### src/rtl/cmd_done_flags_pkg.sv
package cmd_done_flags_pkg;

  // Events decoded from the host strobes in one cycle.
  typedef struct packed {
    logic cmd_wr;    // command write
    logic stat_rd;   // status read
    logic access;    // any read or write to the device
    logic soft_rst;  // reset requested through the secondary select
  } host_ev_t;

endpackage

### src/rtl/cmd_done_host_dec.sv
module cmd_done_host_dec
  import cmd_done_flags_pkg::*;
(
  input  logic     cs_n,
  input  logic     rst_sel_n,
  input  logic     rd_n,
  input  logic     wr_n,
  input  logic     cd_sel,
  output host_ev_t ev
);

  logic sel_rd, sel_wr;

  always_comb begin
    sel_rd      = !cs_n && !rd_n;
    sel_wr      = !cs_n && !wr_n;
    ev.cmd_wr   = sel_wr && cd_sel;
    ev.stat_rd  = sel_rd && cd_sel;
    ev.access   = sel_rd || sel_wr;
    ev.soft_rst = !rst_sel_n && !wr_n;
  end

endmodule

### src/rtl/cmd_done_cmd_reg.sv
module cmd_done_cmd_reg #(
  parameter int DATA_W  = 8,
  parameter int SVC_BIT = DATA_W - 1
) (
  input  logic              clk,
  input  logic              rst_i,
  input  logic              cmd_wr,
  input  logic [DATA_W-1:0] din,
  input  logic              done,
  output logic [DATA_W-1:0] cmd_q,
  output logic              busy,
  output logic              done_ok,
  output logic              svc_want
);

  logic accept;

  always_comb begin
    accept   = cmd_wr && !busy;
    done_ok  = done && busy;
    svc_want = cmd_q[SVC_BIT];
  end

  always_ff @(posedge clk) begin
    if (rst_i) begin
      cmd_q <= '0;
      busy  <= 1'b0;
    end else begin
      if (accept) begin
        cmd_q <= din;
        busy  <= 1'b1;
      end else if (done_ok) begin
        busy  <= 1'b0;
      end
    end
  end


  busy_set_chk: assert property (@(posedge clk) disable iff (rst_i)
    (cmd_wr && !busy) |=> busy);


  cmd_hold_chk: assert property (@(posedge clk) disable iff (rst_i)
    (cmd_wr && busy) |=> $stable(cmd_q));


  idle_stays_chk: assert property (@(posedge clk) disable iff (rst_i)
    (!busy && !cmd_wr) |=> !busy);

endmodule

### src/rtl/cmd_done_flag_unit.sv
module cmd_done_flag_unit (
  input  logic clk,
  input  logic rst_i,
  input  logic done_ok,
  input  logic svc_want,
  input  logic access,
  input  logic end_ack_n,
  input  logic svc_ack_n,
  output logic end_q,
  output logic svc_q
);

  logic end_clr, svc_clr;

  always_comb begin
    // The end acknowledge acts on a flag already raised, so a tied-low
    // acknowledge leaves a one-cycle pulse; a host access beats a set.
    end_clr = access || (end_q && !end_ack_n);
    svc_clr = !svc_ack_n;
  end

  always_ff @(posedge clk) begin
    if (rst_i) begin
      end_q <= 1'b0;
      svc_q <= 1'b0;
    end else begin
      if (access)       end_q <= 1'b0;
      else if (done_ok) end_q <= 1'b1;
      else if (end_clr) end_q <= 1'b0;

      if (svc_clr)      svc_q <= 1'b0;
      else if (done_ok) svc_q <= svc_want;
    end
  end


  end_rise_chk: assert property (@(posedge clk) disable iff (rst_i)
    (done_ok && !access) |=> end_q);


  end_ack_chk: assert property (@(posedge clk) disable iff (rst_i)
    (end_q && !end_ack_n && !done_ok) |=> !end_q);


  access_clr_chk: assert property (@(posedge clk) disable iff (rst_i)
    access |=> !end_q);


  svc_ack_chk: assert property (@(posedge clk) disable iff (rst_i)
    !svc_ack_n |=> !svc_q);


  svc_drop_chk: assert property (@(posedge clk) disable iff (rst_i)
    (done_ok && !svc_want) |=> !svc_q);

endmodule

### src/rtl/cmd_done_flags.sv
module cmd_done_flags
  import cmd_done_flags_pkg::*;
#(
  parameter int DATA_W   = 8,
  parameter int SVC_BIT  = DATA_W - 1,
  parameter int BUSY_BIT = DATA_W - 1
) (
  input  logic              clk,
  input  logic              rst,
  input  logic              cs_n,
  input  logic              rst_sel_n,
  input  logic              rd_n,
  input  logic              wr_n,
  input  logic              cd_sel,
  input  logic [DATA_W-1:0] din,
  output logic [DATA_W-1:0] dout,
  input  logic              done,
  input  logic              end_ack_n,
  input  logic              svc_ack_n,
  output logic [DATA_W-1:0] cmd_byte,
  output logic              busy,
  output logic              end_irq,
  output logic              svc_req
);

  host_ev_t ev;
  logic     rst_i;
  logic     done_ok;
  logic     svc_want;

  cmd_done_host_dec u_dec (
    .cs_n      (cs_n),
    .rst_sel_n (rst_sel_n),
    .rd_n      (rd_n),
    .wr_n      (wr_n),
    .cd_sel    (cd_sel),
    .ev        (ev)
  );

  assign rst_i = rst || ev.soft_rst;

  cmd_done_cmd_reg #(.DATA_W(DATA_W), .SVC_BIT(SVC_BIT)) u_cmd (
    .clk      (clk),
    .rst_i    (rst_i),
    .cmd_wr   (ev.cmd_wr),
    .din      (din),
    .done     (done),
    .cmd_q    (cmd_byte),
    .busy     (busy),
    .done_ok  (done_ok),
    .svc_want (svc_want)
  );

  cmd_done_flag_unit u_flags (
    .clk       (clk),
    .rst_i     (rst_i),
    .done_ok   (done_ok),
    .svc_want  (svc_want),
    .access    (ev.access),
    .end_ack_n (end_ack_n),
    .svc_ack_n (svc_ack_n),
    .end_q     (end_irq),
    .svc_q     (svc_req)
  );

  // Status word: busy at BUSY_BIT, zeros elsewhere, only during a status read.
  for (genvar i = 0; i < DATA_W; i++) begin : g_stat
    if (i == BUSY_BIT) begin : g_busy
      assign dout[i] = ev.stat_rd && busy;
    end else begin : g_zero
      assign dout[i] = 1'b0;
    end
  end


  reset_clear_chk: assert property (@(posedge clk)
    rst_i |=> (!busy && !end_irq && !svc_req));


  stat_idle_chk: assert property (@(posedge clk) disable iff (rst)
    !ev.stat_rd |-> (dout == '0));

endmodule

### config.mk
export PLATFORM = sky130hd
export DESIGN_NAME = cmd_done_flags
export DESIGN_NICKNAME = d
export VERILOG_FILES = /design/src/rtl/cmd_done_flags_pkg.sv /design/src/rtl/cmd_done_host_dec.sv /design/src/rtl/cmd_done_cmd_reg.sv /design/src/rtl/cmd_done_flag_unit.sv /design/src/rtl/cmd_done_flags.sv
export SDC_FILE = /design/constraint.sdc
export NUM_CORES = 1
export LEC_CHECK = 0
export BUFFER_PORTS_ARGS = -buffer_cell sky130_fd_sc_hd__clkbuf_2
export CORE_MARGIN = 3
export CORE_UTILIZATION = 35
export CTS_CLUSTER_DIAMETER = 30
export CTS_CLUSTER_SIZE = 20
export DETAILED_ROUTE_END_ITERATION = 10
export GPL_TIMING_DRIVEN = 0
export HOLD_SLACK_MARGIN = 0.05
export PLACE_DENSITY = 0.75
export SLEW_MARGIN = 30
export SYNTH_ARGS = -nofsm -noshare
export SYNTH_HDL_FRONTEND = slang
export SYNTH_SLANG_ARGS = --single-unit
export TNS_END_PERCENT = 1
### constraint.sdc
create_clock -name clk -period 1.8 [get_ports clk]
set_input_delay 0.18 -clock clk [delete_from_list [all_inputs] [get_ports clk]]
set_output_delay 0.18 -clock clk [all_outputs]
set_load 0.01 [all_outputs]
Word level (Yosys, flattened, before mapping) --
Index checks and enable logic that the tools add are counted.
Word-level totals: flip-flop bits (word level) 11, bits of input ports 18, output and inout port bits 19, word-level logic and storage cells 31
Cells by class: mux-type cells 4, bitwise logic cells 1, reductions and logical operators 22
Operators by type and width (count):
- 1-bit logical AND | 9
- 1-bit logical NOT | 6
- 1-bit two-way mux | 4
- 2-bit nonzero test | 2
- 2-bit OR reduction | 2
- 1-bit logical OR | 3
- 1-bit inverter | 1

Depth between registers and ports, before layout --
depth after elaboration 6, depth in mapped cells 4, gate-level depth less buffers 3

Cells and area by module --
Synthesis repeated with hierarchy kept, for this count alone.
Second synthesis, totals: cells, all modules 61, area total of the unflattened synthesis 578.1 um^2
By module, submodules not included:
- cmd_done_cmd_reg | times used 1, cells an instance 41, area each 412.9 um^2, sequential area each 180.2 um^2
- cmd_done_flag_unit | times used 1, cells an instance 6, area each 72.6 um^2, sequential area each 40.0 um^2
- cmd_done_flags | times used 1, cells an instance 10, area each 68.8 um^2, sequential area each 0.0 um^2
- cmd_done_host_dec | times used 1, cells an instance 4, area each 23.8 um^2, sequential area each 0.0 um^2

Worst setup path after synthesis --
No wires, ideal clock.
path type register to register, from register u_cmd.busy, to register u_cmd.cmd_q[0], setup time 0.134 ns, data arrival time 1.142 ns, setup slack 0.524 ns, stages on the path, launching flop included 5, path buffers 1, period minus slack after synthesis 1.276 ns, cells stage by stage dfxtp_1 > or4b_1 > buf_6 > nand2_1 > a21oi_1
On the way: longest elaborated chain between the ends 2
Ends and longest elaborated chain:
- from (decl) | RTL line cmd_done_cmd_reg.sv:11 | output logic busy,
- from (signal assigned) | RTL line cmd_done_cmd_reg.sv:27 | busy <= 1'b0;
- from (signal assigned) | RTL line cmd_done_cmd_reg.sv:31 | busy <= 1'b1;
- from (signal assigned) | RTL line cmd_done_cmd_reg.sv:33 | busy <= 1'b0;
- 1-bit logical NOT | RTL line cmd_done_cmd_reg.sv:19 | accept = cmd_wr && !busy;
- 1-bit logical AND | RTL line cmd_done_cmd_reg.sv:19
- to (signal assigned) | RTL line cmd_done_cmd_reg.sv:30 | cmd_q <= din;
- to (decl) | RTL line cmd_done_cmd_reg.sv:10 | output logic [DATA_W-1:0] cmd_q,
Every way passes these cells. A chain may end at the register's enable or synchronous reset.

Worst setup path after layout --
from register u_cmd.busy, to register u_cmd.cmd_q[1]
The elaborated chain is that of the path after synthesis.

==> impl_metrics.env <==
export IMPL_cts_inserted_buffers=3
export IMPL_initial_utilization_pct=40.7
export IMPL_grtUsageTotal_pct=11.3
export IMPL_post_cts_resize_count=0
export IMPL_layout_setup_ws_ns=0.472
export IMPL_final_setup_viol_count=0
export IMPL_total_power_mw=0.494
export IMPL_crit_path_max_incr_delay_ns=0.65
export IMPL_cpMaxStageDelayCell="nor4b_2"
export IMPL_cp_arrival_ns=1.53
export IMPL_postPlaceCellArea_um2=681
export IMPL_rsz_0062_raised_after_global_routing="no"
export IMPL_worst_ir_drop_vdd_v=0.000356
export IMPL_cts_sink_count=11
export IMPL_dp_final_hpwl_um=856
export IMPL_drcViolationCount=0
export IMPL_slew_violations=0
export IMPL_syn2layout_area_growth_pct=42.9
export IMPL_rows=12
export IMPL_path_buf_inv=0
export IMPL_top_level_ports=37
export IMPL_postRouteAntennaNets=0
export IMPL_finalWorstPathRequiredPeriod_ns=1.33
export IMPL_nFillCells=121
export IMPL_final_layout_size_suffix_gt1_share_pct=45.4
export IMPL_timing_critical_path_fanout_max=8
export IMPL_die_width_um=43.6
export IMPL_overflow_left_after_global_routing=0
export IMPL_syn_avg_cell_area_um2=8.54
export IMPL_met3_length_um=80
export IMPL_dpl_worst_slack_ns=0.445
export IMPL_synthesis_yosys_warnings=0
export IMPL_via_per_inst=4.48
export IMPL_grt_first_pass_wirelength_um=1590
export IMPL_clock_tree_from_tritoncts="yes"
export IMPL_postSynthRegisterBits=11
export IMPL_ctsHoldBuffers=0
export IMPL_cts_root_buf="clkbuf_4"
export IMPL_dr_top_layer="met4"
export IMPL_critical_path_startpoint_type="flip-flop"
export IMPL_netlist_cell_type_count=16
export IMPL_critPathRequiredTime_ns=2.00
export IMPL_synth_seq_area_share_pct=44.4
export IMPL_first_iter_violations=5
export IMPL_core_area_um2=1220
export IMPL_max_slew_margin_pct=55.1
export IMPL_path_delay_family="simple AND/OR/NAND/NOR gates"
export IMPL_finalHoldViolCount=0
export IMPL_dieArea_um2=1900
export IMPL_endpoint_kind="flip-flop"
export IMPL_numPortBuffers=29
export IMPL_grt_pass1_vias=389
export IMPL_highest_count_cells_in_the_layout_ignoring_fill_and_taps="clkbuf_2, nand2_1, dfxtp_1"
export IMPL_power_per_cell_area_nw_per_um2=697
export IMPL_gp_routability_congestion=0.718
export IMPL_fmaxAchievable_mhz=753
export IMPL_final_area_um2=708
export IMPL_htreeDepth=1
export IMPL_met2_wirelength_um=565
export IMPL_via_count=497
export IMPL_netlist_area_um2=495
export IMPL_utilization_pct=58.2
export IMPL_cts_root_to_sink_buffers=2
export IMPL_grt_start_max_net_pins=11
export IMPL_postCtsSetupBuffers=0
export IMPL_clk_pin_slew_worst_paths_ns=0.08
export IMPL_met1_length_um=457
export IMPL_path_cells="nor4b_2 -> nand2_1 -> a21oi_1"
export IMPL_final_setup_skew_ns=0.00316
export IMPL_p_leak_nw=0.351
export IMPL_timing_hold_worst_class="in -> reg"
export IMPL_synth_cells=58
export IMPL_totalWireLength_um=1120
export IMPL_timing_setup_tns_ns=0
export IMPL_die_y_extent_um=43.6
export IMPL_dr_pass1_iters=4
export IMPL_cap_violations=0
export IMPL_outcome="complete, no violations"
export IMPL_n_antenna_cell=0
export IMPL_final_common_cell="clkbuf_2"
export IMPL_worst_skew_pair_late_latency_ns=0.27
export IMPL_wl_per_cell_um=10.1
export IMPL_criticalPathCategory="reg -> reg"
export IMPL_finalNetCount=116
export IMPL_initial_antenna_violation_count=0
export IMPL_worst_slew_pin_transition_ns=0.671
export IMPL_min_period_over_period_pct=73.8
metal layers:
layer / vias up / track usage (%)
li1: 260 / -
met1: 214 / 12.2
met2: 21 / 18.6
met3: 2 / 2.49
met4: 0 / 9.04
met5: - / 0
worst min-delay path, cell delays in order:
cell      delay, ns
clkbuf_2       0.08
nand2_1        0.04
a21oi_1        0.05
layout make-up:
| type | count | area [µm²] | area share [%] |
|---|---|---|---|
| multi-input combinational | 43 | 223 | 31.4 |
| sequential | 11 | 220 | 31.1 |
| timing repair buffer | 29 | 145 | 20.5 |
| buffer | 10 | 75.1 | 10.6 |
| clock buffer | 3 | 22.5 | 3.18 |
| tap | 14 | 17.5 | 2.47 |
| clock inverter | 1 | 5.00 | 0.707 |
power by group:
part           internal [mW]  total, mW  switching, mW  leakage (nW)
Sequential             0.248      0.251        0.00319        0.0890
Combinational         0.0365     0.0709         0.0344         0.244
Clock                 0.0821      0.171         0.0893        0.0177
cells in the mapped netlist:
library cell / instances / area, µm²
nor4bb_1: 1 / 10.0
or4b_1: 1 / 10.0
a21oi_2: 1 / 8.76
a211oi_1: 1 / 7.51
buf_6: 1 / 11.3
dfxtp_1: 11 / 220
or2b_1: 1 / 7.51
nand2_1: 18 / 67.6
nor4b_2: 1 / 15.0
clkbuf_1: 1 / 3.75
o21bai_1: 1 / 7.51
buf_4: 8 / 60.1
a21oi_1: 9 / 45.0
nor3b_1: 1 / 7.51
mux2i_1: 1 / 10.0
conb_1: 1 / 3.75
sequential cells by signal (all words and copies together) (netlist names):
name and count:
u_cmd.cmd_q 8, u_cmd.busy 1, u_flags.end_q 1, u_flags.svc_q 1
worst paths after layout:
check / from / to / slack (ns) / cells after the start
setup reg to reg: u_cmd.busy / u_cmd.cmd_q[1] / 0.47 / 3
setup / recovery: u_cmd.busy / u_cmd.cmd_q[1] / 0.47 / 3
hold reg to reg: u_cmd.cmd_q[4] / u_cmd.cmd_q[4] / 0.46 / 2
hold / removal: din[4] / u_cmd.cmd_q[4] / 0.12 / 3
per-stage QoR:
step           std cells  hold WS [ns]
5_1_grt              111         0.119
3_5_place_dp         107         0.408
2_1_floorplan         64         0.316
3_3_place_gp         107         0.404
4_1_cts              111         0.119
6_report             111         0.121
cells by family after synthesis:
logic type             count (synthesis)  synth area share [%]
other                                  1                 0.757
flip-flops                            11                  44.4
AND/OR/NAND/NOR                       23                  23.7
AO/OA/AOI/OAI                         12                  13.9
multiplexers                           1                  2.02
buffers and inverters                 10                  15.2
(Power assumes the default switching activity.)
